`src/rtl/smfir_pkg.sv`:
```
package smfir_pkg;

   typedef enum logic [1:0] {
      CMD_NOP  = 2'b00,
      CMD_COEF = 2'b01,
      CMD_RUN  = 2'b10,
      CMD_IDLE = 2'b11
   } smfir_cmd_e;

   typedef enum logic [1:0] {
      ST_IDLE,
      ST_LOAD,
      ST_RUN,
      ST_DONE
   } smfir_state_e;

endpackage

```
`src/rtl/smfir_ctrl.sv`:
```
module smfir_ctrl
   import smfir_pkg::*;
#(
   parameter int TAPS        = 8,
   parameter int PKT_LEN     = 32,
   parameter int SAMPLE_HOLD = 9,
   parameter int COEF_HOLD   = 3,
   localparam int IDXW = (TAPS > 1) ? $clog2(TAPS) : 1,
   localparam int CMAX = (PKT_LEN > TAPS) ? PKT_LEN : TAPS,
   localparam int WCW  = $clog2(CMAX + 1),
   localparam int HMAX = (SAMPLE_HOLD > COEF_HOLD) ? SAMPLE_HOLD : COEF_HOLD,
   localparam int HCW  = $clog2(HMAX + 1)
)(
   input  logic            clk,
   input  logic            rst_n,
   input  logic [1:0]      cmd_i,
   output logic            coef_we_o,
   output logic [IDXW-1:0] coef_idx_o,
   output logic            smp_shift_o,
   output logic            smp_clear_o,
   output logic            smp_emit_o
);

   smfir_state_e   st_q, st_d;
   logic [HCW-1:0] hold_q, hold_d;
   logic [WCW-1:0] cnt_q, cnt_d;

   // next-state and strobe logic
   always_comb begin
      st_d        = st_q;
      hold_d      = hold_q;
      cnt_d       = cnt_q;
      coef_we_o   = 1'b0;
      smp_shift_o = 1'b0;
      smp_clear_o = 1'b0;
      unique case (st_q)
         ST_IDLE: begin
            if (cmd_i == CMD_COEF) begin
               st_d      = ST_LOAD;
               coef_we_o = 1'b1;
               hold_d    = HCW'(COEF_HOLD - 1);
               cnt_d     = WCW'(1);
            end else if (cmd_i == CMD_RUN) begin
               st_d        = ST_RUN;
               smp_shift_o = 1'b1;
               smp_clear_o = 1'b1;
               hold_d      = HCW'(SAMPLE_HOLD - 1);
               cnt_d       = WCW'(1);
            end
         end
         ST_LOAD: begin
            if (hold_q != '0) begin
               hold_d = hold_q - HCW'(1);
            end else if (cnt_q == WCW'(TAPS)) begin
               st_d = ST_DONE;
            end else begin
               coef_we_o = 1'b1;
               hold_d    = HCW'(COEF_HOLD - 1);
               cnt_d     = cnt_q + WCW'(1);
            end
         end
         ST_RUN: begin
            if (hold_q != '0) begin
               hold_d = hold_q - HCW'(1);
            end else if (cnt_q == WCW'(PKT_LEN)) begin
               st_d = ST_DONE;
            end else begin
               smp_shift_o = 1'b1;
               hold_d      = HCW'(SAMPLE_HOLD - 1);
               cnt_d       = cnt_q + WCW'(1);
            end
         end
         ST_DONE: begin
            if (cmd_i == CMD_IDLE) st_d = ST_IDLE;
         end
      endcase
   end

   // state memory
   always_ff @(posedge clk or negedge rst_n) begin
      if (!rst_n) begin
         st_q   <= ST_IDLE;
         hold_q <= '0;
         cnt_q  <= '0;
      end else begin
         st_q   <= st_d;
         hold_q <= hold_d;
         cnt_q  <= cnt_d;
      end
   end

   // output decode
   assign coef_idx_o = (st_q == ST_LOAD) ? cnt_q[IDXW-1:0] : '0;
   assign smp_emit_o = (st_q == ST_IDLE) ? (TAPS == 1) : (cnt_q >= WCW'(TAPS - 1));

   p_shift_gap_r4: assert property (@(posedge clk) disable iff (!rst_n)
      ((SAMPLE_HOLD > 1) && smp_shift_o) |=> !smp_shift_o)
      else $error("sample accepted twice inside one hold window");

   p_cnt_bound_r10: assert property (@(posedge clk) disable iff (!rst_n)
      cnt_q <= WCW'(CMAX))
      else $error("word counter past command length");

   p_done_waits_r10: assert property (@(posedge clk) disable iff (!rst_n)
      (st_q == ST_DONE && cmd_i != CMD_IDLE) |=> (st_q == ST_DONE))
      else $error("left completion state without idle command");

endmodule

```
`src/rtl/smfir_taps.sv`:
```
module smfir_taps #(
   parameter int TAPS  = 8,
   parameter int DW    = 9,
   parameter int CW    = 9,
   parameter int CFRAC = 7,
   localparam int IDXW = (TAPS > 1) ? $clog2(TAPS) : 1,
   localparam int XMW  = DW - 1,
   localparam int HMW  = CW - 1,
   localparam int ONE  = 1 << CFRAC
)(
   input  logic            clk,
   input  logic            rst_n,
   input  logic [DW-1:0]   din_i,
   input  logic            coef_we_i,
   input  logic [IDXW-1:0] coef_idx_i,
   input  logic            shift_i,
   input  logic            clear_i,
   input  logic [IDXW-1:0] tap_i,
   output logic            x_sgn_o,
   output logic [XMW-1:0]  x_mag_o,
   output logic            h_sgn_o,
   output logic [HMW-1:0]  h_mag_o
);

   logic           coef_sgn [TAPS];
   logic [HMW-1:0] coef_mag [TAPS];
   logic           dl_sgn   [TAPS];
   logic [XMW-1:0] dl_mag   [TAPS];

   // incoming coefficient magnitude limited to unity
   logic [HMW-1:0] cmag_in;
   assign cmag_in = (din_i[HMW-1:0] > HMW'(ONE)) ? HMW'(ONE) : din_i[HMW-1:0];

   for (genvar k = 0; k < TAPS; k++) begin : g_tap
      logic           hs_q;
      logic [HMW-1:0] hm_q;
      logic           xs_q;
      logic [XMW-1:0] xm_q;

      always_ff @(posedge clk or negedge rst_n) begin
         if (!rst_n) begin
            hs_q <= 1'b0;
            hm_q <= '0;
         end else if (coef_we_i && coef_idx_i == IDXW'(k)) begin
            hs_q <= din_i[DW-1];
            hm_q <= cmag_in;
         end
      end

      if (k == 0) begin : g_head
         always_ff @(posedge clk or negedge rst_n) begin
            if (!rst_n) begin
               xs_q <= 1'b0;
               xm_q <= '0;
            end else if (shift_i) begin
               xs_q <= din_i[DW-1];
               xm_q <= din_i[XMW-1:0];
            end
         end
      end else begin : g_body
         always_ff @(posedge clk or negedge rst_n) begin
            if (!rst_n) begin
               xs_q <= 1'b0;
               xm_q <= '0;
            end else if (shift_i) begin
               xs_q <= clear_i ? 1'b0 : dl_sgn[k-1];
               xm_q <= clear_i ? '0   : dl_mag[k-1];
            end
         end
      end

      assign coef_sgn[k] = hs_q;
      assign coef_mag[k] = hm_q;
      assign dl_sgn[k]   = xs_q;
      assign dl_mag[k]   = xm_q;
   end

   // tap selection for the serial multiplier
   assign x_sgn_o = dl_sgn[tap_i];
   assign x_mag_o = dl_mag[tap_i];
   assign h_sgn_o = coef_sgn[tap_i];
   assign h_mag_o = coef_mag[tap_i];

   p_coef_clamp_r3: assert property (@(posedge clk) disable iff (!rst_n)
      coef_we_i |=> (coef_mag[$past(coef_idx_i)] <= HMW'(ONE)))
      else $error("stored coefficient magnitude above unity");

endmodule

```
`src/rtl/smfir_mac.sv`:
```
module smfir_mac #(
   parameter int TAPS       = 8,
   parameter int DW         = 9,
   parameter int CW         = 9,
   parameter int CFRAC      = 7,
   parameter bit MULT_ARRAY = 1'b1,
   localparam int IDXW = (TAPS > 1) ? $clog2(TAPS) : 1,
   localparam int XMW  = DW - 1,
   localparam int HMW  = CW - 1,
   localparam int PW   = XMW + HMW,
   localparam int ACCW = PW + $clog2(TAPS) + 2,
   localparam int OMAX = (1 << XMW) - 1
)(
   input  logic            clk,
   input  logic            rst_n,
   input  logic            start_i,
   input  logic            emit_i,
   input  logic            x_sgn_i,
   input  logic [XMW-1:0]  x_mag_i,
   input  logic            h_sgn_i,
   input  logic [HMW-1:0]  h_mag_i,
   output logic [IDXW-1:0] tap_o,
   output logic [DW-1:0]   y_o,
   output logic            y_valid_o
);

   logic [PW-1:0] prod;

   if (MULT_ARRAY) begin : g_array_mult
      logic [PW-1:0] pp [HMW];
      for (genvar b = 0; b < HMW; b++) begin : g_pp
         assign pp[b] = h_mag_i[b] ? (PW'(x_mag_i) << b) : '0;
      end
      always_comb begin
         prod = '0;
         for (int b = 0; b < HMW; b++) prod = prod + pp[b];
      end
   end else begin : g_op_mult
      assign prod = PW'(x_mag_i) * PW'(h_mag_i);
   end

   logic                   psgn;
   logic signed [ACCW-1:0] term, acc_q, acc_sum;
   assign psgn    = x_sgn_i ^ h_sgn_i;
   assign term    = psgn ? -$signed(ACCW'(prod)) : $signed(ACCW'(prod));
   assign acc_sum = acc_q + term;

   // back to sign-magnitude: truncate toward zero, then saturate
   logic [ACCW-1:0] abs_sum, shifted;
   logic [XMW-1:0]  ymag;
   logic            ysgn;
   assign abs_sum = acc_sum[ACCW-1] ? ACCW'(-acc_sum) : ACCW'(acc_sum);
   assign shifted = abs_sum >> CFRAC;
   assign ymag    = (shifted > ACCW'(OMAX)) ? XMW'(OMAX) : shifted[XMW-1:0];
   assign ysgn    = acc_sum[ACCW-1] && (ymag != '0);

   logic            busy_q, emit_q, last;
   logic [IDXW-1:0] tap_q;
   assign last  = (tap_q == IDXW'(TAPS - 1));
   assign tap_o = tap_q;

   always_ff @(posedge clk or negedge rst_n) begin
      if (!rst_n) begin
         busy_q    <= 1'b0;
         emit_q    <= 1'b0;
         tap_q     <= '0;
         acc_q     <= '0;
         y_o       <= '0;
         y_valid_o <= 1'b0;
      end else begin
         y_valid_o <= !start_i && busy_q && last && emit_q;
         if (start_i) begin
            busy_q <= 1'b1;
            emit_q <= emit_i;
            tap_q  <= '0;
            acc_q  <= '0;
         end else if (busy_q) begin
            acc_q <= acc_sum;
            if (last) begin
               busy_q <= 1'b0;
               if (emit_q) y_o <= {ysgn, ymag};
            end else begin
               tap_q <= tap_q + IDXW'(1);
            end
         end
      end
   end

   p_start_free_r9: assert property (@(posedge clk) disable iff (!rst_n)
      start_i |-> !busy_q)
      else $error("sample arrived during tap walk");

   p_valid_single_r9: assert property (@(posedge clk) disable iff (!rst_n)
      y_valid_o |=> !y_valid_o)
      else $error("valid held longer than one clock");

   p_valid_after_walk_r9: assert property (@(posedge clk) disable iff (!rst_n)
      y_valid_o |-> $past(busy_q))
      else $error("valid without a preceding tap walk");

   p_no_neg_zero_r8: assert property (@(posedge clk) disable iff (!rst_n)
      y_valid_o |-> !(y_o[DW-1] && y_o[XMW-1:0] == '0))
      else $error("negative zero on output");

endmodule

```
`src/rtl/smfir_core.sv`:
```
module smfir_core #(
   parameter int TAPS        = 8,
   parameter int PKT_LEN     = 32,
   parameter int DW          = 9,
   parameter int CW          = 9,
   parameter int CFRAC       = 7,
   parameter int SAMPLE_HOLD = 9,
   parameter int COEF_HOLD   = 3,
   parameter bit MULT_ARRAY  = 1'b1
)(
   input  logic          clk,
   input  logic          rst_n,
   input  logic [1:0]    cmd,
   input  logic [DW-1:0] x_in,
   output logic [DW-1:0] y_out,
   output logic          y_valid
);

   localparam int IDXW = (TAPS > 1) ? $clog2(TAPS) : 1;
   localparam int XMW  = DW - 1;
   localparam int HMW  = CW - 1;

   initial begin
      assert (SAMPLE_HOLD >= TAPS + 1) else $error("sample hold shorter than tap walk");
      assert (COEF_HOLD >= 1)          else $error("coefficient hold must be positive");
      assert (CW <= DW)                else $error("coefficient wider than data input");
      assert (CFRAC < HMW)             else $error("unity does not fit coefficient magnitude");
      assert (PKT_LEN >= TAPS)         else $error("packet shorter than window");
   end

   logic            coef_we, smp_shift, smp_clear, smp_emit;
   logic [IDXW-1:0] coef_idx, tap;
   logic            x_sgn, h_sgn;
   logic [XMW-1:0]  x_mag;
   logic [HMW-1:0]  h_mag;

   smfir_ctrl #(
      .TAPS(TAPS), .PKT_LEN(PKT_LEN),
      .SAMPLE_HOLD(SAMPLE_HOLD), .COEF_HOLD(COEF_HOLD)
   ) u_ctrl (
      .clk(clk), .rst_n(rst_n), .cmd_i(cmd),
      .coef_we_o(coef_we), .coef_idx_o(coef_idx),
      .smp_shift_o(smp_shift), .smp_clear_o(smp_clear), .smp_emit_o(smp_emit)
   );

   smfir_taps #(
      .TAPS(TAPS), .DW(DW), .CW(CW), .CFRAC(CFRAC)
   ) u_taps (
      .clk(clk), .rst_n(rst_n), .din_i(x_in),
      .coef_we_i(coef_we), .coef_idx_i(coef_idx),
      .shift_i(smp_shift), .clear_i(smp_clear), .tap_i(tap),
      .x_sgn_o(x_sgn), .x_mag_o(x_mag), .h_sgn_o(h_sgn), .h_mag_o(h_mag)
   );

   smfir_mac #(
      .TAPS(TAPS), .DW(DW), .CW(CW), .CFRAC(CFRAC), .MULT_ARRAY(MULT_ARRAY)
   ) u_mac (
      .clk(clk), .rst_n(rst_n), .start_i(smp_shift), .emit_i(smp_emit),
      .x_sgn_i(x_sgn), .x_mag_i(x_mag), .h_sgn_i(h_sgn), .h_mag_i(h_mag),
      .tap_o(tap), .y_o(y_out), .y_valid_o(y_valid)
   );

endmodule

```
`config.mk`:
```
export PLATFORM = sky130hd
export DESIGN_NAME = smfir_core
export DESIGN_NICKNAME = d
export VERILOG_FILES = /design/src/rtl/smfir_pkg.sv /design/src/rtl/smfir_ctrl.sv /design/src/rtl/smfir_taps.sv /design/src/rtl/smfir_mac.sv /design/src/rtl/smfir_core.sv
export SDC_FILE = /design/constraint.sdc
export NUM_CORES = 1
export LEC_CHECK = 0
export BUFFER_PORTS_ARGS = -buffer_cell sky130_fd_sc_hd__clkbuf_2
export CAP_MARGIN = 20
export CORE_MARGIN = 3
export CORE_UTILIZATION = 51
export CTS_CLUSTER_SIZE = 8
export DETAILED_ROUTE_END_ITERATION = 8
export MAX_ROUTING_LAYER = met4
export PLACE_DENSITY = 0.69
export SYNTH_ARGS = -nofsm -noshare
export SYNTH_HDL_FRONTEND = slang
export SYNTH_HIERARCHICAL = 1
export SYNTH_SLANG_ARGS = --single-unit
```
`constraint.sdc`:
```
create_clock -name clk -period 8.5 [get_ports clk]
set_input_delay 1.275 -clock clk [delete_from_list [all_inputs] [get_ports clk]]
set_output_delay 1.275 -clock clk [all_outputs]
set_load 0.03 [all_outputs]
```
==> impl_metrics.toml, run 1 <==
[outcome]
status = "complete, no violations"

[routing]
vias_per_cell = 5.737
ant_nets = 0
drtIter0Drc = 648
vias = 9644
wl_um = 29280
wl_per_cell_um = 17.42
route.detailed.drc = 0
dr.pass1.iters = 5

[clock_tree]
h-tree-depth = 4
path_clk_slew_ns = 0.08
clk_path_buf_depth = 2
cts_tree = "done"
clk_latency_ns = 0.45
root_buffer = "clkbuf_16"
postCtsHoldBufs = 0
cts_sinks = 192
cts_buffers = 17

[place]
dp_hpwl_um = 19780
gp_congestion = 0.9075
place_ws_ns = -0.07880
port_buffers = 22

[synthesis]
synthFlopType = "dfrtp_1"
synth_edf_count = 0
netlist_instances = 1279
ys_ff_latch = 192
yosysSeqAreaShare_pct = 36.06
synth_cell_types = 78
syn_nets = 1394
synthArstFlopShare_pct = 100.0
syn_area_per_cell_um2 = 10.42
mappedNetlistArea_um2 = 13330
ys.warnings.count = 6

[die]
dieArea_um2 = 28100
rows = 58
num_io_pins = 23
coreArea_um2 = 25400
start_util_pct = 52.46
die_w_um = 167.6
die_h_um = 167.6

[grt]
grt_use_total_pct = 21.03
grt_pass1_vias = 9230
grt_max_degree = 121
grt_overflow = 0
antenna_found_initial = 0
grt_pass1_wl_um = 47350

[setup_path]
arrival_ns = 8.47
crit_slowest_cell = "fa_1"
cp-end-kind = "register"
cp_data_required_time_ns = 8.76
cpPeakStageDelay_ns = 0.57
critical_path_class = "reg2reg"
crit_path_start_kind = "register"
cp_max_fo = 7

[finish]
layout.nets = 1453
diodes = 0
seq_area_um2 = 4806
multiInputGateArea_um2 = 8083
drive_above_1_share_pct = 23.98
nFillCells = 2104
syn2layout_area_growth_pct = 13.88

[sta]
rsz0062_at_grt = "true"
slew_headroom_pct = 29.32
min_period_ns = 8.211
finalMaxSlewViolations = 0
finalHoldViolations = 0
fin_skew_ns = 0.01637
worst_pin_slew_ns = 1.060
clock.fmax_mhz = 121.8
setup_violations = 0
post-route-period-util_pct = 96.60
worst_slack_ns = 0.2886

[hold_path]
hp-class = "reg2reg"

[run]
cap_violations = 0
## cells by family (layout without fill, tap and decap cells)
| group | count (synthesis) | after routing | synth area share (%) |
|---|---|---|---|
| adder cells (fa/ha/maj) | 102 | 102 | 11.77 |
| multiplexers | 154 | 154 | 16.92 |
| flip-flops | 192 | 192 | 36.06 |
| buffers and inverters | 182 | 254 | 5.568 |
| XOR/XNOR | 47 | 47 | 3.146 |
| AND/OR/NAND/NOR | 381 | 381 | 16.19 |
| AO/OA/AOI/OAI | 221 | 221 | 10.35 |
## registers in the layout, indices dropped and copies added, names as in the netlist, 2 cells and up
register           flops
u_mac/acc_q           21
u_ctrl/cnt_q           6
u_taps/g_tap.xs_q      8
u_taps/g_tap.xm_q     64
u_ctrl/hold_q          4
u_taps/g_tap.hm_q     64
u_ctrl/st_q            2
u_mac/y_o              9
u_taps/g_tap.hs_q      8
u_mac/tap_o            3
## Yosys cell counts, types with 11 or more instances
cell / number / area (um^2)
dfrtp_1: 192 / 4805
inv_1: 121 / 454.2
mux2_2: 102 / 1149
o21ai_0: 89 / 445.4
nor2_1: 80 / 300.3
nand3b_1: 69 / 518.0
ha_1: 63 / 788.3
nand2_1: 63 / 236.5
and2_1: 52 / 325.3
fa_1: 39 / 780.8
a21oi_1: 37 / 185.2
mux4_1: 36 / 945.9
clkbuf_1: 32 / 120.1
xnor2_1: 30 / 262.8
nand3_1: 25 / 125.1
nor3_1: 18 / 90.09
mux2i_1: 16 / 160.2
xor2_1: 16 / 140.1
buf_2: 15 / 75.07
nor2b_1: 15 / 93.84
a31oi_1: 12 / 75.07
a21o_1: 11 / 82.58
## worst max-delay path, delay by kind of cell (launching register included)
| kind | cells | cell delay (ns) |
|---|---|---|
| adders and majority gates | 7 | 2.55 |
| and+or+nand+nor | 9 | 1.98 |
| AOI/OAI and AO/OA | 6 | 1.22 |
| muxes | 2 | 0.81 |
| buffers and inverters | 5 | 0.65 |
| DFF | 1 | 0.51 |
| xor gates and xnor gates | 2 | 0.31 |
## cell usage in the layout, fill, tap and decap left out, drive strengths merged, types with 4 or more instances in the layout
cell type  count
clkbuf        42
mux4          36
nand2         64
a21oi         37
nand3         25
xnor2         30
a22oi          5
xor2          17
nor3          18
a21o          11
nand4          7
dfrtp        192
mux2         102
fa            39
a211o          5
nand3b        69
and4b          4
nor2          81
clkinv         6
o31ai          5
or4            4
and2          52
and3           8
nor3b          4
mux2i         16
nand2b         6
o21a           7
nor4           7
a211oi         9
buf           74
o21ai         98
inv          132
ha            63
or3            5
nor2b         16
nor4bb         4
a31oi         12
o211ai         6
## worst paths after layout
kind                                start                 endpoint  slack [ns]  depth (start not counted)
setup / recovery           u_mac/tap_o[0]             u_mac/y_o[2]        0.29                         31
hold / removal               u_mac/emit_q             u_mac/emit_q        0.51                          1
setup reg to reg           u_mac/tap_o[0]             u_mac/y_o[2]        0.29                         31
hold reg to reg              u_mac/emit_q             u_mac/emit_q        0.51                          1
max in group asynchronous           rst_n     u_taps/g_tap[7].xs_q        5.77                          3
min in group asynchronous           rst_n  u_taps/g_tap[6].xm_q[4]        0.93                          1
## per-stage QoR
step,TNS [ns],std cells,util [%],hold slack [ns],instance area (um^2)
after global routing,-0.4373,1681,59.74,0.5252,15170
after detailed placement,-0.2324,1625,55.34,0.4884,14050
final,0,1681,59.74,0.5083,15170
after CTS,0,1658,57.87,0.5070,14700
after global placement,0,1625,55.34,0.4833,14050
after floorplan,0,1279,-,0.4719,13340
## metal layers
layer / part of all wire, % / vias up / GRT usage [%]
met4: 1.6 / 0 / 5.799
met3: 2.5 / 32 / 2.786
met5: 0 / - / -
li1: - / 4617 / -
met2: 47 / 132 / 32.62
met1: 48 / 4863 / 29.44
## layout make-up
class | count | area share, %
repair buffers | 98 | 5.195
clock inverters | 14 | 1.187
flip-flops and latches | 192 | 31.67
clock buffers | 18 | 2.894
multi-input cells | 905 | 53.26
well taps | 330 | 2.721
inverters | 124 | 3.067
## repair_timing
item,CTS,global route
gates cloned,0,2
pin swaps,2,60
resized for setup,5,100
setup buffers,1,21
endpoints found under the setup margin,9,9
Power of run 1 is not shown: default switching activity piles up to over one toggle a cycle in this logic, so the estimate is an artifact.
==> run 2: changes to the inputs <==
--- a/config.mk
+++ b/config.mk
@@ -6,11 +6,11 @@
 export NUM_CORES = 1
 export LEC_CHECK = 0
 export BUFFER_PORTS_ARGS = -buffer_cell sky130_fd_sc_hd__clkbuf_2
-export CAP_MARGIN = 20
 export CORE_MARGIN = 3
 export CORE_UTILIZATION = 51
 export CTS_CLUSTER_SIZE = 8
 export DETAILED_ROUTE_END_ITERATION = 8
+export GPL_TIMING_DRIVEN = 0
 export MAX_ROUTING_LAYER = met4
 export PLACE_DENSITY = 0.69
 export SYNTH_ARGS = -nofsm -noshare
==> impl_metrics.toml, run 2 (synthesis gave the netlist of run 1 again) <==
[die]
dieArea_um2 = 28100
start_util_pct = 52.46
num_io_pins = 23
rows = 58
die_h_um = 167.6
coreArea_um2 = 25400
die_w_um = 167.6

[grt]
grt_pass1_wl_um = 51690
grt_pass1_vias = 9882
grt_max_degree = 102
antenna_found_initial = 0
grt_use_total_pct = 23.02
grt_overflow = 0

[setup_path]
crit_cells = 34
cp-end-kind = "register"
arrival_ns = 8.64
crit_path_start_kind = "register"
crit_family = "adder cells"
cp_data_required_time_ns = 8.81
crit_slowest_cell = "fa_1"
cp_max_fo = 5
cp_num_buf_inv = 6
critical_path_class = "reg2reg"
cpPeakStageDelay_ns = 0.51
reg2reg_depth = 34

[sta]
tns_ns = 0
fin_skew_ns = 0.01351
post-route-period-util_pct = 98.06
rsz0062_at_grt = "true"
clock.fmax_mhz = 120.0
worst_pin_slew_ns = 1.046
finalHoldViolations = 0
finalMaxSlewViolations = 0
slew_headroom_pct = 30.05
setup_violations = 0
min_period_ns = 8.335
timing.hold.ws_ns = 0.5059

[routing]
vias = 10010
drtIter0Drc = 723
ant_nets = 0
route.detailed.drc = 0
vias_per_cell = 5.849
dr.pass1.iters = 6
wl_um = 31310
wl_per_cell_um = 18.29

[outcome]
status = "complete, no violations"

[place]
dp_hpwl_um = 21600
placed_area_um2 = 13900
port_buffers = 22
gp_congestion = 0.8680

[run]
cap_violations = 0

[clock_tree]
clk_path_buf_depth = 2
h-tree-depth = 4
root_buffer = "clkbuf_16"
cts_tree = "done"
clk_latency_ns = 0.45
path_clk_slew_ns = 0.08
cts_sinks = 192
cts_buffers = 17

[hold_path]
min_path_cells = 1
hp-class = "reg2reg"

[finish]
design_area_um2 = 15440
layout.nets = 1483
final_common_cell = "dfrtp_1"
top_regs = "u_taps/g_tap.hm_q x64, u_taps/g_tap.xm_q x64, u_mac/acc_q x21"
layout_common_cells = "192 x dfrtp_1, 118 x inv_1, 88 x mux2_2"
drive_above_1_share_pct = 23.10
syn2layout_area_growth_pct = 15.87
run 2: final timing paths:
kind                                          from                      end  slack (ns)
max in group asynchronous                    rst_n         u_ctrl/hold_q[3]        6.63
setup / recovery                    u_mac/tap_o[0]             u_mac/y_o[8]        0.17
hold / removal             u_taps/g_tap[3].hm_q[4]  u_taps/g_tap[3].hm_q[4]        0.51
min in group asynchronous                    rst_n  u_taps/g_tap[6].xm_q[3]        0.90
hold reg to reg            u_taps/g_tap[3].hm_q[4]  u_taps/g_tap[3].hm_q[4]        0.51
setup reg to reg                    u_mac/tap_o[0]             u_mac/y_o[8]        0.17
run 2: what timing repair did:
item,4_1_cts,5_1_grt
resized for setup,67,54
hold buffers,0,0
endpoints found under the setup margin,10,10
endpoints found under the hold margin,0,0
cloned,1,0
setup buffers,22,27
pin swaps,21,44
run 2: worst reg2reg max path: cells and delay by family (launching register included):
kind	cells	cell delay (ns)
DFF	1	0.40
xor gates and xnor gates	3	0.45
and+or+nand+nor	9	2.06
AOI/OAI and AO/OA	7	1.24
muxes	2	0.78
adders and majority gates	7	2.52
buffers and inverters	6	0.74
run 2: final cells by class:
class | count | area [um^2]
Timing Repair Buffer | 73 | 586.8
Antenna cell | 1 | 2.502
Clock buffer | 17 | 425.4
Fill cell | 2103 | 9960
Multi-Input combinational cell | 905 | 8204
Tap cell | 330 | 412.9
Buffer | 55 | 310.3
Inverter | 124 | 465.4
Clock inverter | 15 | 227.7
Sequential cell | 192 | 4805
run 2: metrics by stage:
| step | utilization, % | std cells | setup slack [ns] |
|---|---|---|---|
| finish | 60.79 | 1712 | 0.1652 |
| global placement | 54.57 | 1631 | -0.9946 |
| floorplan | - | 1279 | 0.01934 |
| global route | 60.78 | 1711 | -0.1368 |
| CTS | 59.03 | 1684 | 0.002469 |
| detailed placement | 54.71 | 1632 | -1.069 |
run 2: layer usage:
layer  track usage, %  routed length (um)  up-vias  share of wire [%]
met2            36.14               14900      246                 48
met1            31.84               14610     5009                 47
met3            3.777                1338       39                4.3
met4            5.265                 450        0                1.4
li1                 -                   -     4720                  -
met5                -                   0        -                  0
Power of run 2 is left out for the same reason.
